$ cat src/rtl/wdk_pkg.sv
package wdk_pkg;
  localparam logic [7:0] KICK_LO = 8'h1E;
  localparam logic [7:0] KICK_HI = 8'hE1;
  localparam logic [7:0] SWR_LO  = 8'h5A;
  localparam logic [7:0] SWR_HI  = 8'hA5;

  typedef enum logic {PAIR_FIRST = 1'b0, PAIR_SECOND = 1'b1} pair_state_e;

  typedef struct packed {
    logic kick;
    logic swreq;
    logic bad;
  } key_evt_t;
endpackage

$ cat src/rtl/wdk_key_check.sv
module wdk_key_check
  import wdk_pkg::*;
(
  input  logic       clk,
  input  logic       rst_n,
  input  logic       key_we,
  input  logic [7:0] key_data,
  output key_evt_t   evt_o
);
  pair_state_e state_q, state_d;
  logic [7:0]  first_q, first_d;

  always_comb begin
    state_d = state_q;
    first_d = first_q;
    evt_o   = '0;
    if (key_we) begin
      if (state_q == PAIR_FIRST) begin
        if (key_data == KICK_LO || key_data == SWR_LO) begin
          state_d = PAIR_SECOND;
          first_d = key_data;
        end else begin
          evt_o.bad = 1'b1;
        end
      end else begin
        state_d = PAIR_FIRST;
        if (first_q == KICK_LO && key_data == KICK_HI) evt_o.kick = 1'b1;
        else if (first_q == SWR_LO && key_data == SWR_HI) evt_o.swreq = 1'b1;
        else evt_o.bad = 1'b1;
      end
    end
  end

  always_ff @(posedge clk or negedge rst_n) begin
    if (!rst_n) begin
      state_q <= PAIR_FIRST;
      first_q <= '0;
    end else if (key_we) begin
      state_q <= state_d;
      first_q <= first_d;
    end
  end


  pair_return_chk: assert property (@(posedge clk) disable iff (!rst_n)
    (key_we && state_q == PAIR_SECOND) |=> (state_q == PAIR_FIRST));


  first_accept_chk: assert property (@(posedge clk) disable iff (!rst_n)
    (key_we && state_q == PAIR_FIRST && !evt_o.bad) |=> (state_q == PAIR_SECOND));
endmodule

$ cat src/rtl/wdk_timer.sv
module wdk_timer #(
  parameter int BASE_LOG2 = 6,
  parameter int PSEL_W    = 2
) (
  input  logic              clk,
  input  logic              rst_n,
  input  logic              hold,
  input  logic              reload,
  input  logic [PSEL_W-1:0] psel,
  output logic              timeout_o
);
  localparam int CNT_W = BASE_LOG2 + (1 << PSEL_W) - 1;

  logic [CNT_W-1:0] cnt_q, cnt_d, limit;
  logic [CNT_W:0]   span;

  always_comb begin
    span      = (CNT_W+1)'(1) << (BASE_LOG2 + int'(psel));
    limit     = CNT_W'(span - 1'b1);
    timeout_o = !hold && !reload && (cnt_q >= limit);
    if (hold || reload || timeout_o) cnt_d = '0;
    else                             cnt_d = cnt_q + 1'b1;
  end

  always_ff @(posedge clk or negedge rst_n) begin
    if (!rst_n) cnt_q <= '0;
    else        cnt_q <= cnt_d;
  end


  hold_clear_chk: assert property (@(posedge clk) disable iff (!rst_n)
    hold |=> (cnt_q == '0));


  reload_quiet_chk: assert property (@(posedge clk) disable iff (!rst_n)
    (reload && !hold) |=> !timeout_o);
endmodule

$ cat src/rtl/wdk_pulse.sv
module wdk_pulse #(
  parameter int PULSE_LEN = 49
) (
  input  logic clk,
  input  logic rst_n,
  input  logic start_i,
  output logic active_o
);
  localparam int CW = (PULSE_LEN > 1) ? $clog2(PULSE_LEN) : 1;
  localparam logic [CW-1:0] LOAD_V = CW'(PULSE_LEN - 1);

  logic          active_q, active_d;
  logic [CW-1:0] cnt_q, cnt_d;

  always_comb begin
    active_d = active_q;
    cnt_d    = cnt_q;
    if (start_i && !active_q) begin
      active_d = 1'b1;
      cnt_d    = LOAD_V;
    end else if (active_q) begin
      if (cnt_q == '0) active_d = 1'b0;
      else             cnt_d    = cnt_q - 1'b1;
    end
  end

  always_ff @(posedge clk or negedge rst_n) begin
    if (!rst_n) begin
      active_q <= 1'b0;
      cnt_q    <= '0;
    end else begin
      active_q <= active_d;
      cnt_q    <= cnt_d;
    end
  end

  assign active_o = active_q;


  pulse_len_chk: assert property (@(posedge clk) disable iff (!rst_n)
    (active_q && cnt_q != '0) |=> (active_q && cnt_q == $past(cnt_q) - 1'b1));


  no_restart_chk: assert property (@(posedge clk) disable iff (!rst_n)
    (active_q && start_i) |=> (!active_q || cnt_q != LOAD_V));
endmodule

$ cat src/rtl/wdkey_rst_ctrl.sv
module wdkey_rst_ctrl
  import wdk_pkg::*;
#(
  parameter int BASE_LOG2 = 6,
  parameter int PSEL_W    = 2,
  parameter int PULSE_LEN = 49
) (
  input  logic              clk,
  input  logic              rst_n,
  input  logic              key_we,
  input  logic [7:0]        key_data,
  input  logic [PSEL_W-1:0] psel,
  input  logic              flag_clr,
  input  logic              pin_dis,
  input  logic              pin_pol,
  output logic              int_rst,
  output logic              rst_pin_o,
  output logic              rst_pin_oe,
  output logic              flag_wdt,
  output logic              flag_sw
);
  logic [1:0] sync_q;
  logic       rst_sync_n;
  key_evt_t   evt;
  logic       timeout;
  logic       start_req;
  logic       wdt_d, sw_d;

  always_ff @(posedge clk or negedge rst_n) begin
    if (!rst_n) sync_q <= 2'b00;
    else        sync_q <= {sync_q[0], 1'b1};
  end
  assign rst_sync_n = sync_q[1];

  wdk_key_check u_keys (
    .clk      (clk),
    .rst_n    (rst_sync_n),
    .key_we   (key_we),
    .key_data (key_data),
    .evt_o    (evt)
  );

  wdk_timer #(.BASE_LOG2(BASE_LOG2), .PSEL_W(PSEL_W)) u_timer (
    .clk       (clk),
    .rst_n     (rst_sync_n),
    .hold      (int_rst),
    .reload    (evt.kick),
    .psel      (psel),
    .timeout_o (timeout)
  );

  assign start_req = evt.swreq | evt.bad | timeout;

  wdk_pulse #(.PULSE_LEN(PULSE_LEN)) u_pulse (
    .clk      (clk),
    .rst_n    (rst_sync_n),
    .start_i  (start_req),
    .active_o (int_rst)
  );

  always_comb begin
    wdt_d = flag_clr ? 1'b0 : flag_wdt;
    sw_d  = flag_clr ? 1'b0 : flag_sw;
    if (timeout || evt.bad)   wdt_d = 1'b1;
    if (evt.swreq || evt.bad) sw_d  = 1'b1;
  end

  always_ff @(posedge clk or negedge rst_sync_n) begin
    if (!rst_sync_n) begin
      flag_wdt <= 1'b0;
      flag_sw  <= 1'b0;
    end else begin
      flag_wdt <= wdt_d;
      flag_sw  <= sw_d;
    end
  end

  assign rst_pin_oe = int_rst & ~pin_dis;
  assign rst_pin_o  = rst_pin_oe ? pin_pol : ~pin_pol;


  pin_drive_chk: assert property (@(posedge clk) disable iff (!rst_sync_n)
    rst_pin_oe |-> (int_rst && rst_pin_o == pin_pol));


  sw_flag_chk: assert property (@(posedge clk) disable iff (!rst_sync_n)
    evt.swreq |=> (flag_sw && int_rst));


  flag_sticky_chk: assert property (@(posedge clk) disable iff (!rst_sync_n)
    (flag_wdt && !flag_clr) |=> flag_wdt);
endmodule

$ cat config.mk
export PLATFORM = sky130hd
export DESIGN_NAME = wdkey_rst_ctrl
export DESIGN_NICKNAME = d
export VERILOG_FILES = /design/src/rtl/wdk_pkg.sv /design/src/rtl/wdk_key_check.sv /design/src/rtl/wdk_timer.sv /design/src/rtl/wdk_pulse.sv /design/src/rtl/wdkey_rst_ctrl.sv
export SDC_FILE = /design/constraint.sdc
export NUM_CORES = 1
export LEC_CHECK = 0
export ABC_AREA = 1
export CORE_MARGIN = 4
export CORE_UTILIZATION = 43
export DETAILED_ROUTE_END_ITERATION = 16
export DONT_BUFFER_PORTS = 1
export PLACE_DENSITY = 0.59
export SKIP_LAST_GASP = 1
export SLEW_MARGIN = 20
export SYNTH_ARGS = -nofsm -noshare
export SYNTH_HDL_FRONTEND = slang
export SYNTH_SLANG_ARGS = --single-unit
$ cat constraint.sdc
create_clock -name clk -period 1.6 [get_ports clk]
set_input_delay 0.08 -clock clk [delete_from_list [all_inputs] [get_ports clk]]
set_output_delay 0.08 -clock clk [all_outputs]
set_load 0.03 [all_outputs]
### Word level (Yosys, flattened, before mapping)

Index checks and enable logic that the tools add are counted.

* flip-flop bits (word level): 29
* bits of input ports: 16
* output and inout port bits: 5
* logic and storage cells: 66

* $add $sub $neg: 4
* order comparisons: 1
* equal/unequal tests: 7
* shift operators: 1
* muxes and demuxes: 21
* bitwise gates (word level): 6
* reduce and logical (&&, ||, !) cells: 18

Operator list (number)
* left shift 1 x 32 -> 9 bit, first input constant: 1
* 2-to-1 mux 6 bit: 3
* == test 8 x 5 -> 1 bit, second input constant: 2
* == test 8 x 7 -> 1 bit, second input constant: 2
* == test 8 bit, second input constant: 2
* 2-to-1 mux 1 bit: 14
* adder 9 x 1 -> 9 bit, second input constant: 1
* greater-or-equal comparator 9 bit: 1
* 2-to-1 mux 9 bit: 1
* subtractor 9 x 1 -> 9 bit, second input constant: 1
* logical NOT 6 bit: 1
* nonzero test 2 bit: 3
* subtractor 6 x 1 -> 6 bit, second input constant: 1
* logical AND 1 bit: 5
* logical OR 1 bit: 5
* adder 3 x 2 -> 4 bit, first input constant: 1
* 2-to-1 mux 2 bit: 2
* 2-to-1 mux 3 bit: 1
* inverter 1 bit: 3
* AND reduction 3 bit: 1
* logical NOT 1 bit: 2
* != test 2 x 1 -> 1 bit, second input constant: 1
* bitwise OR 1 bit: 2
* AND reduction 2 bit: 1
* AND 1 bit: 1

### Depth between registers and ports, before layout

Gate-level depths: netlist of the first run.

* word-level depth: 13
* depth in mapped cells: 12
* depth with buffers taken out: 12

### Modules after synthesis

From an unflattened synthesis of the first run, not the netlist that was laid out.

* cells, all modules: 227
* area total of the unflattened synthesis: 1737.9 um2

Modules (own cells, without submodules)
* wdk_timer: times used 1, cells each 83, area an instance 628.1 um2, sequential area each 225.2 um2
* wdk_key_check: times used 1, cells each 76, area an instance 515.5 um2, sequential area each 225.2 um2
* wdk_pulse: times used 1, cells each 48, area an instance 425.4 um2, sequential area each 175.2 um2
* wdkey_rst_ctrl: times used 1, cells each 20, area an instance 168.9 um2, sequential area each 100.1 um2

### Least setup slack after synthesis of the first run

OpenSTA, ideal clock, no wires.

* kind: register to output
* start: register u_pulse.active_q (netlist: u_pulse.active_o)
* end: output rst_pin_o
* arrival time: 1.529 ns
* required time: 1.520 ns
* setup slack: -0.009 ns
* stages on the path, launching flop included: 4
* path buffers: 0
* path through: dfrtp_1 -> inv_1 -> nor2_1 -> xnor2_1

* longest elaborated chain between the ends: 2

Ends and longest elaborated chain
* start: declaration: RTL line wdk_pulse.sv:12 `logic active_q, active_d;`
* start signal: assignment: RTL line wdk_pulse.sv:32 `active_q <= active_d;`
* AND 1 bit: RTL line wdkey_rst_ctrl.sv:78 `assign rst_pin_oe = int_rst & ~pin_dis;`
* via rst_pin_oe: RTL line wdkey_rst_ctrl.sv:18 `output logic rst_pin_oe,`
* 2-to-1 mux 1 bit: RTL line wdkey_rst_ctrl.sv:79 `assign rst_pin_o = rst_pin_oe ? pin_pol : ~pin_pol;`
* end: declaration: RTL line wdkey_rst_ctrl.sv:17 `output logic rst_pin_o,`

The timed path passes the listed nets, and every way through them passes these cells.

### Worst setup path after layout of the first run

* start: register u_timer.cnt_q[6]
* end: register u_timer.cnt_q[5]

* longest elaborated chain between the ends: 4

Ends and longest elaborated chain
* start: declaration: RTL line wdk_timer.sv:14 `logic [CNT_W-1:0] cnt_q, cnt_d, limit;`
* start signal: assignment: RTL line wdk_timer.sv:27 `else cnt_q <= cnt_d;`
* greater-or-equal comparator 9 bit: RTL line wdk_timer.sv:20 `timeout_o = !hold && !reload && (cnt_q >= limit);`
* logical AND 1 bit: RTL line wdk_timer.sv:20
* logical OR 1 bit: RTL line wdk_timer.sv:21 `if (hold || reload || timeout_o) cnt_d = '0;`
* 2-to-1 mux 9 bit: RTL line wdk_timer.sv:21
* via u_timer.cnt_d[5]: RTL line wdk_timer.sv:14

The timed path passes the listed nets, and every way through them passes these cells.
A chain may end at the register's enable or synchronous reset.

==> results.sh, run 1 <==
export IMPL_yosysMostFrequentCell="nand2_1"
export IMPL_startpoint_type="flip-flop"
export IMPL_num_rows=22
export IMPL_path_clk_slew_ns=0.06
export IMPL_worstPathMaxFanout=5
export IMPL_cts_buffer_depth=2
export IMPL_synth_top_cell_by_area="dfrtp_1"
export IMPL_status="completed"
export IMPL_setup_violations=0
export IMPL_ys_ff_latch=29
export IMPL_crit_path_frequent_cell="nor2_4"
export IMPL_period_minus_slack_ns=1.54
export IMPL_ys_seq_area_share_pct=44.5
export IMPL_core_area_um2=3660
export IMPL_cts_tree="done"
export IMPL_irDropWorstVdd_mv=0.471
export IMPL_yosysTopAreaCellShare_pct=44.5
export IMPL_grt_pass1_vias=1326
export IMPL_required_ns=1.80
export IMPL_dp_hpwl_mm=2.36
export IMPL_grt_pass1_wl_mm=5.66
export IMPL_synthesis_area_um2=1630
export IMPL_portBuffers=0
export IMPL_regArea_um2=726
export IMPL_place_congestion=0.752
export IMPL_antenna_cells=0
export IMPL_grt_overflow_total=0
export IMPL_finalPower_mw=1.42
export IMPL_fin_crit_sh_pct=96.3
export IMPL_drc_errors=0
export IMPL_ys_types=27
export IMPL_synth_commonest_cells="nand2_1, inv_1, dfrtp_1"
export IMPL_fin_tns_setup_ns=0
export IMPL_rrSetupSlack_ns=0.06
export IMPL_numClockSinks=29
export IMPL_fin_ws_ns=0.0591
export IMPL_drt_iter0_markers=58
export IMPL_drtPass1Iterations=4
export IMPL_crit_chain="ha_1 > inv_1 > nor2_4 > nand3_1 > nand2_2 > nor2_4 > buf_4 > nand3_4 > nor3_2"
export IMPL_hold_viol=0
export IMPL_antenna_found_initial=0
export IMPL_multi_input_area_um2=883
export IMPL_dieArea_um2=4840
export IMPL_dp_slack_ns=-0.0157
export IMPL_htree_levels=2
export IMPL_reg2regPathDepth=9
export IMPL_viasPerCell=4.70
export IMPL_r2r_start="u_timer.cnt_q[6]$_DFF_PN0_"
export IMPL_rsz0062_at_grt="yes"
export IMPL_total_leakage_power_nw=1.06
export IMPL_finClkSkew_ns=0.00769
export IMPL_synth_cells=196
export IMPL_drive_gt1_share_pct=23.8
export IMPL_hold_class="primary input to asynchronous set/reset pin"
export IMPL_nets=248
export IMPL_end_kind="flip-flop"
export IMPL_antenna_left=0
export IMPL_synth_edff_count=0
export IMPL_drv_slew=0
export IMPL_cts_buffers=5
export IMPL_crit_path_end="u_timer.cnt_q[5]$_DFF_PN0_"
export IMPL_wl_per_cell_um=11.6
export IMPL_syn2layout_area_growth_pct=23.2
export IMPL_fp_dieH_um=69.6
export IMPL_synthTopCellsByArea="dfrtp_1, nand2_1, ha_1"
export IMPL_drv_cap=0
export IMPL_r2r_end="u_timer.cnt_q[5]$_DFF_PN0_"
export IMPL_ys_warnings_count=0
export IMPL_placed_cell_area_um2=1760
export IMPL_vias=1273
export IMPL_startpoint="u_timer.cnt_q[6]$_DFF_PN0_"
export IMPL_syn_mean_instance_area_um2=8.32
export IMPL_stdcell_area_um2=2010
export IMPL_fmax_mhz=649
export IMPL_max_stage_delay_ns=0.38
export IMPL_powerDensity_nw_per_um2=709
export IMPL_grt_max_degree=15
export IMPL_cts_root_buf="clkbuf_8"
export IMPL_critPathSlowestCell="dfrtp_1"
export IMPL_fill_cells=345
export IMPL_async_flop_share_pct=100
export IMPL_ys_flop_type="dfrtp_1"
export IMPL_ioPinCount=21
export IMPL_routed_wl_mm=3.15
export IMPL_fp_dieW_um=69.6
export IMPL_cp_arrival_ns=1.74
export IMPL_critPathKind="flip-flop to flip-flop"
export IMPL_grt_total_usage_pct=14.5
export IMPL_start_util_pct=44.5
export IMPL_clock_latency_ns=0.28
[what timing repair did]
item / 4_1_cts / 5_1_grt
resized for setup: 5 / 12
endpoints found under the setup margin: 9 / 16
gates cloned: 0 / 1
buffers inserted: 2 / 1
endpoints found under the hold margin: 7 / 0
hold buffers: 5 / 0
pin swaps: 6 / 7
[worst max-delay path: cells and delay by family, from the launching register on]
family,cells,cell delay (ns)
flip-flops,1,0.38
adder cells (fa/ha/maj),1,0.31
buffers and inverters,2,0.25
AND/OR/NAND/NOR,6,0.52
[area by class of cell]
| type | instances | share of cell area, % |
|---|---|---|
| Multi-Input combinational cell | 137 | 44.0 |
| Sequential cell | 29 | 36.1 |
| Timing Repair Buffer | 16 | 6.60 |
| Inverter | 33 | 6.17 |
| Clock buffer | 6 | 3.61 |
| Tap cell | 48 | 2.99 |
| Clock inverter | 2 | 0.498 |
[layer usage]
layer	up-vias	track usage, %	share of wire [%]
met4	0	4.56	1.3
li1	652	-	-
met3	6	6.96	7.1
met1	585	16.8	43
met5	-	0	0
met2	30	23.6	49
[metrics by stage]
step                      hold slack, ns  utilization (%)  std cells
after floorplan                   -0.216                -        198
after global placement            -0.215             48.1        254
after detailed placement          -0.215             48.1        254
after CTS                         0.0209             52.9        269
after global routing              0.0145             54.9        271
final                             0.0313             54.9        271
[logic make-up after synthesis]
kind of cell / after synthesis / share of synthesized area [%]
other cells: 2 / 0.461
flops: 29 / 44.5
fa+ha+maj: 10 / 7.67
xor+xnor: 9 / 4.84
mux: 2 / 1.38
compound gates: 9 / 3.61
buf+inv: 33 / 7.60
simple gates: 102 / 29.9
[worst min-delay path by stage]
stage | endpoint | slack [ns] | depth (start not counted)
global route | sync_q[0]$_DFF_PN0_ | 0.01 | 1
global placement | sync_q[0]$_DFF_PN0_ | -0.22 | 0
CTS | sync_q[0]$_DFF_PN0_ | 0.02 | 1
finish | sync_q[0]$_DFF_PN0_ | 0.03 | 1
detailed placement | sync_q[0]$_DFF_PN0_ | -0.22 | 0
floorplan | sync_q[0]$_DFF_PN0_ | -0.22 | 0
[power breakdown]
group	leakage, nW	internal, mW	switching (mW)
Combinational	0.654	0.0409	0.0564
Clock	0.0450	0.300	0.266
Sequential	0.357	0.745	0.0162
Total	1.06	1.09	0.338
[registers in the layout, summed over array words and instances, names as in the netlist]
register,count
u_pulse.cnt_q,6
flag_sw,1
u_timer.cnt_q,9
u_keys.state_q,1
u_pulse.active_o,1
flag_wdt,1
sync_q,2
u_keys.first_q,8
[cell usage in the layout, fill, tap and decap left out, types with 2 or more instances in the layout]
cell / n
buf_4: 11
inv_2: 4
clkbuf_8: 5
conb_1: 4
nand2_2: 4
nand2_4: 4
dfrtp_1: 29
nor2_2: 8
nor2_1: 23
nor3_1: 2
clkinv_2: 2
ha_4: 2
o211ai_1: 2
nand3_1: 8
xnor2_1: 2
nor3_2: 5
nor2_4: 2
xor2_1: 7
nand2_1: 41
ha_1: 8
dlygate4sd3_1: 5
mux2_1: 2
inv_1: 29
Power figures use the tool's default switching activity.
==> run 2, diff against run 1 <==
Settings changed: RECOVER_POWER from default to 25.
==> results.sh, run 2 (synthesis results as in run 1) <==
export IMPL_grt_overflow_total=0
export IMPL_mostFrequentLayoutCells="nand2_1, inv_1, dfrtp_1"
export IMPL_total_leakage_power_nw=1.05
export IMPL_cts_tree="done"
export IMPL_fin_crit_sh_pct=96.3
export IMPL_dp_hpwl_mm=2.36
export IMPL_drv_cap=0
export IMPL_end_kind="flip-flop"
export IMPL_layout_commonest_cell="nand2_1"
export IMPL_fp_dieH_um=69.6
export IMPL_antenna_cells=0
export IMPL_worstPathMaxFanout=5
export IMPL_hold_class="primary input to asynchronous set/reset pin"
export IMPL_dieArea_um2=4840
export IMPL_fp_dieW_um=69.6
export IMPL_grt_pass1_wl_mm=5.66
export IMPL_path_clk_slew_ns=0.06
export IMPL_start_util_pct=44.5
export IMPL_drv_slew=0
export IMPL_hold_viol=0
export IMPL_finClkSkew_ns=0.00697
export IMPL_stdcell_area_um2=2000
export IMPL_htree_levels=2
export IMPL_period_minus_slack_ns=1.54
export IMPL_powerDensity_nw_per_um2=710
export IMPL_routed_wl_mm=3.15
export IMPL_met3_usage_pct=6.96
export IMPL_required_ns=1.80
export IMPL_fill_cells=346
export IMPL_clock_latency_ns=0.28
export IMPL_antenna_left=0
export IMPL_startpoint_type="flip-flop"
export IMPL_cts_buffer_depth=2
export IMPL_cts_buffers=5
export IMPL_largest_reg_flops=9
export IMPL_finalPower_mw=1.42
export IMPL_critPathKind="flip-flop to flip-flop"
export IMPL_p_int_mw=1.08
export IMPL_top_regs="u_timer.cnt_q (9), u_keys.first_q (8), u_pulse.cnt_q (6)"
export IMPL_switching_share_pct=23.7
export IMPL_portBuffers=0
export IMPL_irDropWorstVdd_mv=0.487
export IMPL_drive_gt1_share_pct=22.9
export IMPL_largest_register="u_timer.cnt_q"
export IMPL_place_congestion=0.752
export IMPL_grtUsageMet2_pct=23.6
export IMPL_dp_slack_ns=-0.0157
export IMPL_setup_violations=0
export IMPL_placed_cell_area_um2=1760
export IMPL_syn2layout_area_growth_pct=22.7
export IMPL_rsz0062_at_grt="yes"
export IMPL_numClockSinks=29
export IMPL_drt_iter0_markers=58
export IMPL_grt_max_degree=15
export IMPL_p_seq_share_pct=53.6
export IMPL_ioPinCount=21
export IMPL_nets=248
export IMPL_cts_root_buf="clkbuf_8"
export IMPL_relSlewSlack_pct=49.5
export IMPL_drtPass1Iterations=4
export IMPL_fmax_mhz=649
export IMPL_fin_ws_ns=0.0590
export IMPL_vias=1275
export IMPL_p_clk_share_pct=39.7
export IMPL_cp_arrival_ns=1.74
export IMPL_tightest_slew_ns=0.758
export IMPL_grt_pass1_vias=1326
export IMPL_grt_total_usage_pct=14.5
export IMPL_power_frac_comb_pct=6.7
export IMPL_core_area_um2=3660
export IMPL_antenna_found_initial=0
export IMPL_grt_util_met1_pct=16.8
export IMPL_fin_hold_ws_ns=0.0314
export IMPL_drc_errors=0
export IMPL_gr_max_usage_layer="met2"
export IMPL_num_rows=22
export IMPL_wl_per_cell_um=11.6
export IMPL_status="completed"
export IMPL_p_switching_mw=0.337
export IMPL_viasPerCell=4.70
## run 2: cell types whose count changed in the layout (fill, tap and decap cells not counted)
cell	previous run	this run
buf_4	11	9
clkbuf_1	1	3
## run 2: timing repair
item,4_1_cts,5_1_grt
endpoints found under the setup margin,9,16
gates cloned,0,1
pin swaps,6,7
buffers inserted,2,1
hold buffers,5,0
hold endpoints to repair,7,0
resized for setup,5,12
## run 2: worst max-delay path, cell delays in order, from the launching register on
cell	delay [ns]
dfrtp_1	0.38
ha_1	0.31
inv_1	0.11
nor2_4	0.04
nand3_1	0.09
nand2_2	0.06
nor2_4	0.10
buf_4	0.14
nand3_4	0.10
nor3_2	0.13
## run 2: final cells by class
cell class | instances | area, um2 | share of cell area [%]
inverter | 33 | 124 | 6.19
sequential | 29 | 726 | 36.3
timing repair buffer | 16 | 125 | 6.25
multi-input combinational | 137 | 883 | 44.2
clock inverter | 2 | 10.0 | 0.500
tap | 48 | 60.1 | 3.00
clock buffer | 6 | 72.6 | 3.63
## run 2: final timing paths
check,from,endpoint,slack [ns],cells after the start
setup / recovery,u_timer.cnt_q[6]$_DFF_PN0_,u_timer.cnt_q[5]$_DFF_PN0_,0.06,9
hold / removal,rst_n,sync_q[0]$_DFF_PN0_,0.03,1
setup reg to reg,u_timer.cnt_q[6]$_DFF_PN0_,u_timer.cnt_q[5]$_DFF_PN0_,0.06,9
hold reg to reg,sync_q[0]$_DFF_PN0_,sync_q[1]$_DFF_PN0_,0.35,0
max in group asynchronous,sync_q[1]$_DFF_PN0_,u_keys.first_q[0]$_DFFE_PN0P_,0.72,1
min in group clk,key_we,u_keys.first_q[2]$_DFFE_PN0P_,0.07,2
## run 2: through the flow
step | setup TNS (ns) | cells | util [%]
final | 0 | 271 | 54.6
after global routing | -0.0277 | 271 | 54.6
after CTS | 0 | 269 | 52.9
after detailed placement | -0.0286 | 254 | 48.1
after global placement | 0 | 254 | 48.1
after floorplan | 0 | 198 | -
## run 2: layer usage
metal,vias to the layer above,wire (um)
met3,6,223
met5,-,0
met4,0,40
met2,31,1530
li1,652,-
met1,586,1350
## run 2: power groups by stage
| stage | registers [mW] | clock network (mW) | logic, mW |
|---|---|---|---|
| 2_1_floorplan | 0.781 | 0 | 0.0482 |
| 3_3_place_gp | 0.774 | 0 | 0.0766 |
| 3_5_place_dp | 0.775 | 0 | 0.0782 |
| 4_1_cts | 0.761 | 0.587 | 0.0918 |
| 5_1_grt | 0.762 | 0.627 | 0.107 |
| 6_report | 0.761 | 0.565 | 0.0952 |
